===== src/rtl/asram_pkg.sv =====
// Shared types and compile-time helpers for the asynchronous SRAM controller.
// Assumes all timing parameters are positive nanosecond values.
package asram_pkg;

    // Sequencer phases; order carries no meaning.
    typedef enum logic [2:0] {
        PH_IDLE,
        PH_READ,
        PH_WLOW,
        PH_WHOLD,
        PH_WREC
    } phase_e;

    // Ceiling division of a nanosecond limit by the clock period.
    function automatic int unsigned ns2clk(int unsigned ns, int unsigned period);
        return (ns + period - 1) / period;
    endfunction

    // Larger of two counts.
    function automatic int unsigned max2(int unsigned a, int unsigned b);
        return (a > b) ? a : b;
    endfunction

endpackage


===== src/rtl/asram_step_timer.sv =====
// Loadable down-counter that measures the length of one sequencer phase.
// Assumes load values are at least 1; 'last' flags the final cycle of a phase.
module asram_step_timer #(
    parameter int unsigned CW = 4
) (
    input  logic          clk,
    input  logic          rst_n,
    input  logic          load,
    input  logic [CW-1:0] load_val,
    output logic          last
);

    logic [CW-1:0] cnt_q;

    // Count down the cycles left in the current phase.
    always_ff @(posedge clk) begin
        if (!rst_n) begin
            cnt_q <= '0;
        end else if (load) begin
            cnt_q <= load_val;
        end else if (cnt_q != '0) begin
            cnt_q <= cnt_q - 1'b1;
        end
    end

    // The phase ends when one cycle remains.
    always_comb last = (cnt_q == CW'(1));

endmodule


===== src/rtl/asram_seq.sv =====
// Phase sequencer: accepts a host request when idle and walks the load or
// store phases, reloading the step timer at every phase entry.
// Assumes N_ACC, N_LOW and N_HOLD are at least 1; N_REC may be 0.
module asram_seq import asram_pkg::*; #(
    parameter int unsigned CW     = 4,
    parameter int unsigned N_ACC  = 7,
    parameter int unsigned N_LOW  = 6,
    parameter int unsigned N_HOLD = 2,
    parameter int unsigned N_REC  = 0
) (
    input  logic          clk,
    input  logic          rst_n,
    input  logic          req,
    input  logic          we,
    input  logic          last,
    output phase_e        phase_q,
    output phase_e        phase_d,
    output logic          load,
    output logic [CW-1:0] load_val,
    output logic          accept,
    output logic          finish
);

    localparam logic [CW-1:0] L_ACC  = CW'(N_ACC);
    localparam logic [CW-1:0] L_LOW  = CW'(N_LOW);
    localparam logic [CW-1:0] L_HOLD = CW'(N_HOLD);
    localparam logic [CW-1:0] L_REC  = CW'(N_REC);
    localparam bit            HAS_REC = (N_REC != 0);

    // Next-phase and timer-load decision.
    always_comb begin
        phase_d  = phase_q;
        load     = 1'b0;
        load_val = '0;
        accept   = 1'b0;
        finish   = 1'b0;
        unique case (phase_q)
            PH_IDLE: begin
                if (req) begin
                    accept = 1'b1;
                    load   = 1'b1;
                    if (we) begin
                        phase_d  = PH_WLOW;
                        load_val = L_LOW;
                    end else begin
                        phase_d  = PH_READ;
                        load_val = L_ACC;
                    end
                end
            end
            PH_READ: begin
                if (last) begin
                    phase_d = PH_IDLE;
                    finish  = 1'b1;
                end
            end
            PH_WLOW: begin
                if (last) begin
                    phase_d  = PH_WHOLD;
                    load     = 1'b1;
                    load_val = L_HOLD;
                end
            end
            PH_WHOLD: begin
                if (last) begin
                    if (HAS_REC) begin
                        phase_d  = PH_WREC;
                        load     = 1'b1;
                        load_val = L_REC;
                    end else begin
                        phase_d = PH_IDLE;
                        finish  = 1'b1;
                    end
                end
            end
            PH_WREC: begin
                if (last) begin
                    phase_d = PH_IDLE;
                    finish  = 1'b1;
                end
            end
            default: phase_d = PH_IDLE;
        endcase
    end

    // Phase register.
    always_ff @(posedge clk) begin
        if (!rst_n) phase_q <= PH_IDLE;
        else        phase_q <= phase_d;
    end

endmodule


===== src/rtl/asram_pins.sv =====
// Pin stage: registers every memory strobe from the next phase so that the
// pins change only on clock edges, holds address and store data from
// acceptance, and captures load data at the end of the access window.
// Assumes accept and finish come from the phase sequencer.
module asram_pins import asram_pkg::*; #(
    parameter int unsigned AW = 13,
    parameter int unsigned DW = 8
) (
    input  logic          clk,
    input  logic          rst_n,
    input  phase_e        phase_q,
    input  phase_e        phase_d,
    input  logic          accept,
    input  logic          finish,
    input  logic [AW-1:0] host_addr,
    input  logic [DW-1:0] host_wdata,
    input  logic [DW-1:0] mem_dq_in,
    output logic          mem_ce_n,
    output logic          mem_we_n,
    output logic          mem_oe_n,
    output logic          mem_dq_oe,
    output logic [AW-1:0] mem_addr,
    output logic [DW-1:0] mem_dq_out,
    output logic          ready,
    output logic [DW-1:0] rdata
);

    // Strobes and drive enable, decoded from the next phase.
    always_ff @(posedge clk) begin
        if (!rst_n) begin
            mem_ce_n  <= 1'b1;
            mem_we_n  <= 1'b1;
            mem_oe_n  <= 1'b1;
            mem_dq_oe <= 1'b0;
        end else begin
            mem_ce_n  <= !(phase_d == PH_READ || phase_d == PH_WLOW);
            mem_we_n  <= !(phase_d == PH_WLOW);
            mem_oe_n  <= !(phase_d == PH_READ);
            mem_dq_oe <= (phase_d == PH_WLOW) || (phase_d == PH_WHOLD);
        end
    end

    // Address and store data latched once per accepted request.
    always_ff @(posedge clk) begin
        if (!rst_n) begin
            mem_addr   <= '0;
            mem_dq_out <= '0;
        end else if (accept) begin
            mem_addr   <= host_addr;
            mem_dq_out <= host_wdata;
        end
    end

    // Completion pulse and load-data capture.
    always_ff @(posedge clk) begin
        if (!rst_n) begin
            ready <= 1'b0;
            rdata <= '0;
        end else begin
            ready <= finish;
            if (finish && phase_q == PH_READ) rdata <= mem_dq_in;
        end
    end

endmodule


===== src/rtl/asram_ctrl.sv =====
// Asynchronous 8K x 8 SRAM controller top. Converts nanosecond limits into
// clock counts, sequences load and store phases and drives the memory pins.
// Assumes a single clock and a pad cell outside this block joining the
// split data pins into one bidirectional bus.
module asram_ctrl import asram_pkg::*; #(
    parameter int unsigned AW            = 13,
    parameter int unsigned DW            = 8,
    parameter int unsigned CLK_NS        = 10,
    parameter int unsigned ACCESS_NS     = 70,
    parameter int unsigned WE_PULSE_NS   = 50,
    parameter int unsigned CE_PULSE_NS   = 55,
    parameter int unsigned DATA_SETUP_NS = 30,
    parameter int unsigned ADDR_SETUP_NS = 60,
    parameter int unsigned DATA_HOLD_NS  = 5,
    parameter int unsigned CYCLE_NS      = 70
) (
    input  logic          clk,
    input  logic          rst_n,
    input  logic          req,
    input  logic          we,
    input  logic [AW-1:0] addr,
    input  logic [DW-1:0] wdata,
    output logic          ready,
    output logic [DW-1:0] rdata,
    output logic          mem_ce_n,
    output logic          mem_we_n,
    output logic          mem_oe_n,
    output logic [AW-1:0] mem_addr,
    output logic [DW-1:0] mem_dq_out,
    output logic          mem_dq_oe,
    input  logic [DW-1:0] mem_dq_in
);

    localparam int unsigned N_ACC  = max2(1, ns2clk(ACCESS_NS, CLK_NS));
    localparam int unsigned N_LOW  = max2(1, max2(
                                         max2(ns2clk(WE_PULSE_NS, CLK_NS), ns2clk(CE_PULSE_NS, CLK_NS)),
                                         max2(ns2clk(DATA_SETUP_NS, CLK_NS), ns2clk(ADDR_SETUP_NS, CLK_NS))));
    localparam int unsigned N_HOLD = ns2clk(DATA_HOLD_NS, CLK_NS) + 1;
    localparam int unsigned N_WC   = ns2clk(CYCLE_NS, CLK_NS);
    localparam int unsigned N_REC  = (N_WC > N_LOW + N_HOLD) ? (N_WC - N_LOW - N_HOLD) : 0;
    localparam int unsigned N_MAX  = max2(max2(N_ACC, N_LOW), max2(N_HOLD, N_REC));
    localparam int unsigned CW     = $clog2(N_MAX + 1);

    phase_e        phase_q;
    phase_e        phase_d;
    logic          tmr_load;
    logic [CW-1:0] tmr_val;
    logic          tmr_last;
    logic          accept;
    logic          finish;

    asram_step_timer #(.CW(CW)) u_timer (
        .clk      (clk),
        .rst_n    (rst_n),
        .load     (tmr_load),
        .load_val (tmr_val),
        .last     (tmr_last)
    );

    asram_seq #(
        .CW     (CW),
        .N_ACC  (N_ACC),
        .N_LOW  (N_LOW),
        .N_HOLD (N_HOLD),
        .N_REC  (N_REC)
    ) u_seq (
        .clk      (clk),
        .rst_n    (rst_n),
        .req      (req),
        .we       (we),
        .last     (tmr_last),
        .phase_q  (phase_q),
        .phase_d  (phase_d),
        .load     (tmr_load),
        .load_val (tmr_val),
        .accept   (accept),
        .finish   (finish)
    );

    asram_pins #(.AW(AW), .DW(DW)) u_pins (
        .clk        (clk),
        .rst_n      (rst_n),
        .phase_q    (phase_q),
        .phase_d    (phase_d),
        .accept     (accept),
        .finish     (finish),
        .host_addr  (addr),
        .host_wdata (wdata),
        .mem_dq_in  (mem_dq_in),
        .mem_ce_n   (mem_ce_n),
        .mem_we_n   (mem_we_n),
        .mem_oe_n   (mem_oe_n),
        .mem_dq_oe  (mem_dq_oe),
        .mem_addr   (mem_addr),
        .mem_dq_out (mem_dq_out),
        .ready      (ready),
        .rdata      (rdata)
    );

endmodule


===== config.mk =====
export PLATFORM = sky130hd
export DESIGN_NAME = asram_ctrl
export DESIGN_NICKNAME = d
export VERILOG_FILES = /design/src/rtl/asram_pkg.sv /design/src/rtl/asram_step_timer.sv /design/src/rtl/asram_seq.sv /design/src/rtl/asram_pins.sv /design/src/rtl/asram_ctrl.sv
export SDC_FILE = /design/constraint.sdc
export NUM_CORES = 1
export LEC_CHECK = 0
export BUFFER_PORTS_ARGS = -buffer_cell sky130_fd_sc_hd__buf_4
export CORE_ASPECT_RATIO = 1.5
export CORE_MARGIN = 2
export CORE_UTILIZATION = 45
export DETAILED_ROUTE_END_ITERATION = 10
export GPL_ROUTABILITY_DRIVEN = 0
export PLACE_DENSITY = 0.81
export SLEW_MARGIN = 20
export SYNTH_ARGS = -nofsm -noshare
export SYNTH_HDL_FRONTEND = slang
export SYNTH_SLANG_ARGS = --single-unit

===== constraint.sdc =====
create_clock -name clk -period 3.7 [get_ports clk]
set_input_delay 0.185 -clock clk [delete_from_list [all_inputs] [get_ports clk]]
set_output_delay 0.185 -clock clk [all_outputs]
set_load 0.02 [all_outputs]

==> out/summary.txt <==
Async S/R FF share, synth = 0%
dpl ws = 1990 ps
Synth cell types = 29
setup repair after global routing missed its margin = false
Layout area overhead = 38.3%
DRT iter0 DRCs = 18
CP endpoint kind = register
Post-DRT Antenna Nets = 0
Max Clk Rate = 0.590 GHz
Clk pwr share = 33.2%
Seq/Total Area, Yosys = 50.8%
Core Area = 3380 um2
pwr dens = 483 nW/um2
synthesized instance count = 176
TritonCTS clock tree = built
vias per cell = 4.99
clock skew = 5.13 ps
Worst Hold Class = input port to register
final setup fails = 0
Most used DFF post-synth = dfxtp_1
Starting Density = 46.6%
Die Y-Extent = 76.5 um
largest net degree at the start of global routing = 36
launch point of the worst reg-to-reg path = u_timer.cnt_q[1]$_SDFFE_PN0P_
grt total ovfl = 0
CTS sink count = 40
Fin. Hold Viols = 0
Slowest cell on crit path = nor3_4
Die ar. = 4000 um2
status = finished clean
FF-to-FF End = u_pins.rdata[3]$_SDFFE_PN0P_
Slew Limit Headroom = 34.8%
Switching Share = 27.6%
CP Cell Sequence = inv_1, ha_1, nand2b_1, nor3_4, mux2i_1, nor2_1
setup tns final = 0 ps
CP required = 3850 ps
Area contributors post-synth = dfxtp_1 (51%), nand2_1 (11%), a21oi_1 (7.6%), mux2i_1 (5.7%), nor2_1 (2.6%)
Psw = 0.000290 W
Syn Nets = 212
leakage = 0.939 nW
setup bufs post-CTS = 0
Power Internal = 0.000762 W
Reg clk slew, reported paths = 80 ps
Total GRT Usage = 18.9%
period utilization = 45.8%
most frequent cell after synthesis = nand2_1
I/O pin count = 67
clk_lat worst skew = 290 ps
CTS Hold Bufs = 0
hpwl dp = 2460 um
CTS Buffer Depth = 2
via count = 1408
Core Rows = 26
post-synth top area cell = dfxtp_1
Mean Syn Cell Area = 8.96 um2
Hold Path Origin = mem_dq_in[0]
Port-buffer cells = 66
DRC = 0
r2r setup slk = 2000 ps
Flop pwr share = 46.2%
first-pass GRT wire length = 5800 um
Mapped Area = 1580 um2
n_diodes = 0
EDFF count, synth = 0
dpl cell area = 2070 um2
reg2reg path depth = 6
Worst-Margin Slew = 972 ps
Yosys reg bits = 40
Avg WL per Cell = 12.2 um
number of antenna violations at the first check in global routing = 0
Die W = 52.3 um
CTS root buf = clkbuf_8
top-area cell type share of the netlist area = 50.8%
Logic pwr share = 20.6%
hold-critical path depth = 3
crit path DAT = 1840 ps
share of post-route cells with drive strength above 1 = 33.8%
Num CTS Buffers = 5
hold worst-path end = u_pins.rdata[0]$_SDFFE_PN0P_
count of warnings emitted by yosys = 0
WL final = 3450 um
htree depth = 2
CP max FO = 8
vias in the first global route = 1409
Max stage delay on crit path = 470 ps
total of max-cap violations = 0
Peak VDD IR = 0.462 mV
DR pass1 iterations = 4
Startpoint Class = register
top cells by count, synth = nand2_1 (46), dfxtp_1 (40), a21oi_1 (24)
final worst setup slack = 2000 ps
post_cts resized = 0
Tmin final = 1700 ps
Setup CP Type = register to register
cell area after layout = 2180 um2
Final Max Slew Viols = 0
layout net count = 275
==> cells by family after synthesis <==
logic type / count (synthesis) / share of synthesized area, %
AND/OR/NAND/NOR: 75 / 22.5
flip-flops: 40 / 50.8
multiplexers: 9 / 5.71
buffers and inverters: 15 / 5.40
AO/OA/AOI/OAI: 34 / 13.3
adder cells (fa/ha/maj): 3 / 2.38
==> worst max path at each step <==
| stage | from | end | cells past startpoint |
|---|---|---|---|
| 6_report | u_timer.cnt_q[1]$_SDFFE_PN0P_ | u_pins.rdata[3]$_SDFFE_PN0P_ | 6 |
| 5_1_grt | u_timer.cnt_q[1]$_SDFFE_PN0P_ | u_pins.rdata[5]$_SDFFE_PN0P_ | 6 |
| 4_1_cts | u_timer.cnt_q[1]$_SDFFE_PN0P_ | u_pins.rdata[3]$_SDFFE_PN0P_ | 6 |
| 3_5_place_dp | u_timer.cnt_q[1]$_SDFFE_PN0P_ | u_pins.rdata[3]$_SDFFE_PN0P_ | 6 |
| 3_3_place_gp | u_seq.phase_q[1]$_SDFF_PN0_ | u_pins.mem_ce_n$_SDFF_PN1_ | 3 |
| 2_1_floorplan | u_timer.cnt_q[1]$_SDFFE_PN0P_ | u_pins.rdata[0]$_SDFFE_PN0P_ | 6 |
==> sequential cells by signal, summed over array words and instances, names as in the netlist <==
name and count:
u_pins.mem_dq_out 8, u_pins.mem_oe_n 1, u_pins.rdata 8, u_seq.phase_q 3
u_pins.mem_dq_oe 1, u_timer.cnt_q 3, u_pins.mem_we_n 1, u_pins.mem_addr 13
u_pins.ready 1, u_pins.mem_ce_n 1
==> power by group through the flow <==
stage               sequential (W)  clock, W  combinational (W)
CTS                       0.000486  0.000353           0.000220
floorplan                 0.000517         0           0.000117
global placement          0.000495         0           0.000215
detailed placement        0.000496         0           0.000219
finish                    0.000486  0.000349           0.000217
global route              0.000491  0.000367           0.000239
==> cells in the final DEF (no fill, tap or decap), drive strengths merged, types with 4 or more instances in the layout <==
master,synthesis,layout
clkbuf,3,5
dfxtp,40,40
nor2,12,12
nand2,46,46
nand2b,4,4
a21oi,24,24
buf,8,67
mux2i,9,9
==> routing by layer <==
metal | GRT usage [%] | part of all wire [%] | vias up
met3 | 4.12 | 4.4 | 11
met1 | 19.5 | 39 | 652
met5 | 0 | 0 | -
li1 | - | - | 709
met2 | 32.6 | 54 | 36
met4 | 12.3 | 3.1 | 0
==> stage by stage <==
| stage | power, W | hold slack (ps) | std cells | util, % |
|---|---|---|---|---|
| after floorplan | 0.000635 | 307 | 176 | - |
| after global placement | 0.000710 | 417 | 274 | 61.1 |
| after detailed placement | 0.000715 | 426 | 274 | 61.1 |
| after CTS | 0.00106 | 129 | 282 | 64.4 |
| after global routing | 0.00110 | 132 | 282 | 64.4 |
| final | 0.00105 | 132 | 282 | 64.4 |
==> critical path: cells and delay by family, from the launching register on <==
kind | cells | cell delay, ps
simple gates | 3 | 700
flops | 1 | 320
mux | 1 | 240
fa+ha+maj | 1 | 210
buf+inv | 1 | 90
==> final cells by class <==
cell class                      instances  area (um2)
Tap cell                               42        52.6
Timing Repair Buffer                   67         503
Clock buffer                            5        68.8
Inverter                                4        15.0
Multi-Input combinational cell        121         697
Sequential cell                        40         801
Fill cell                             301        1200
Clock inverter                          3        42.5
(Power assumes the default switching activity.)
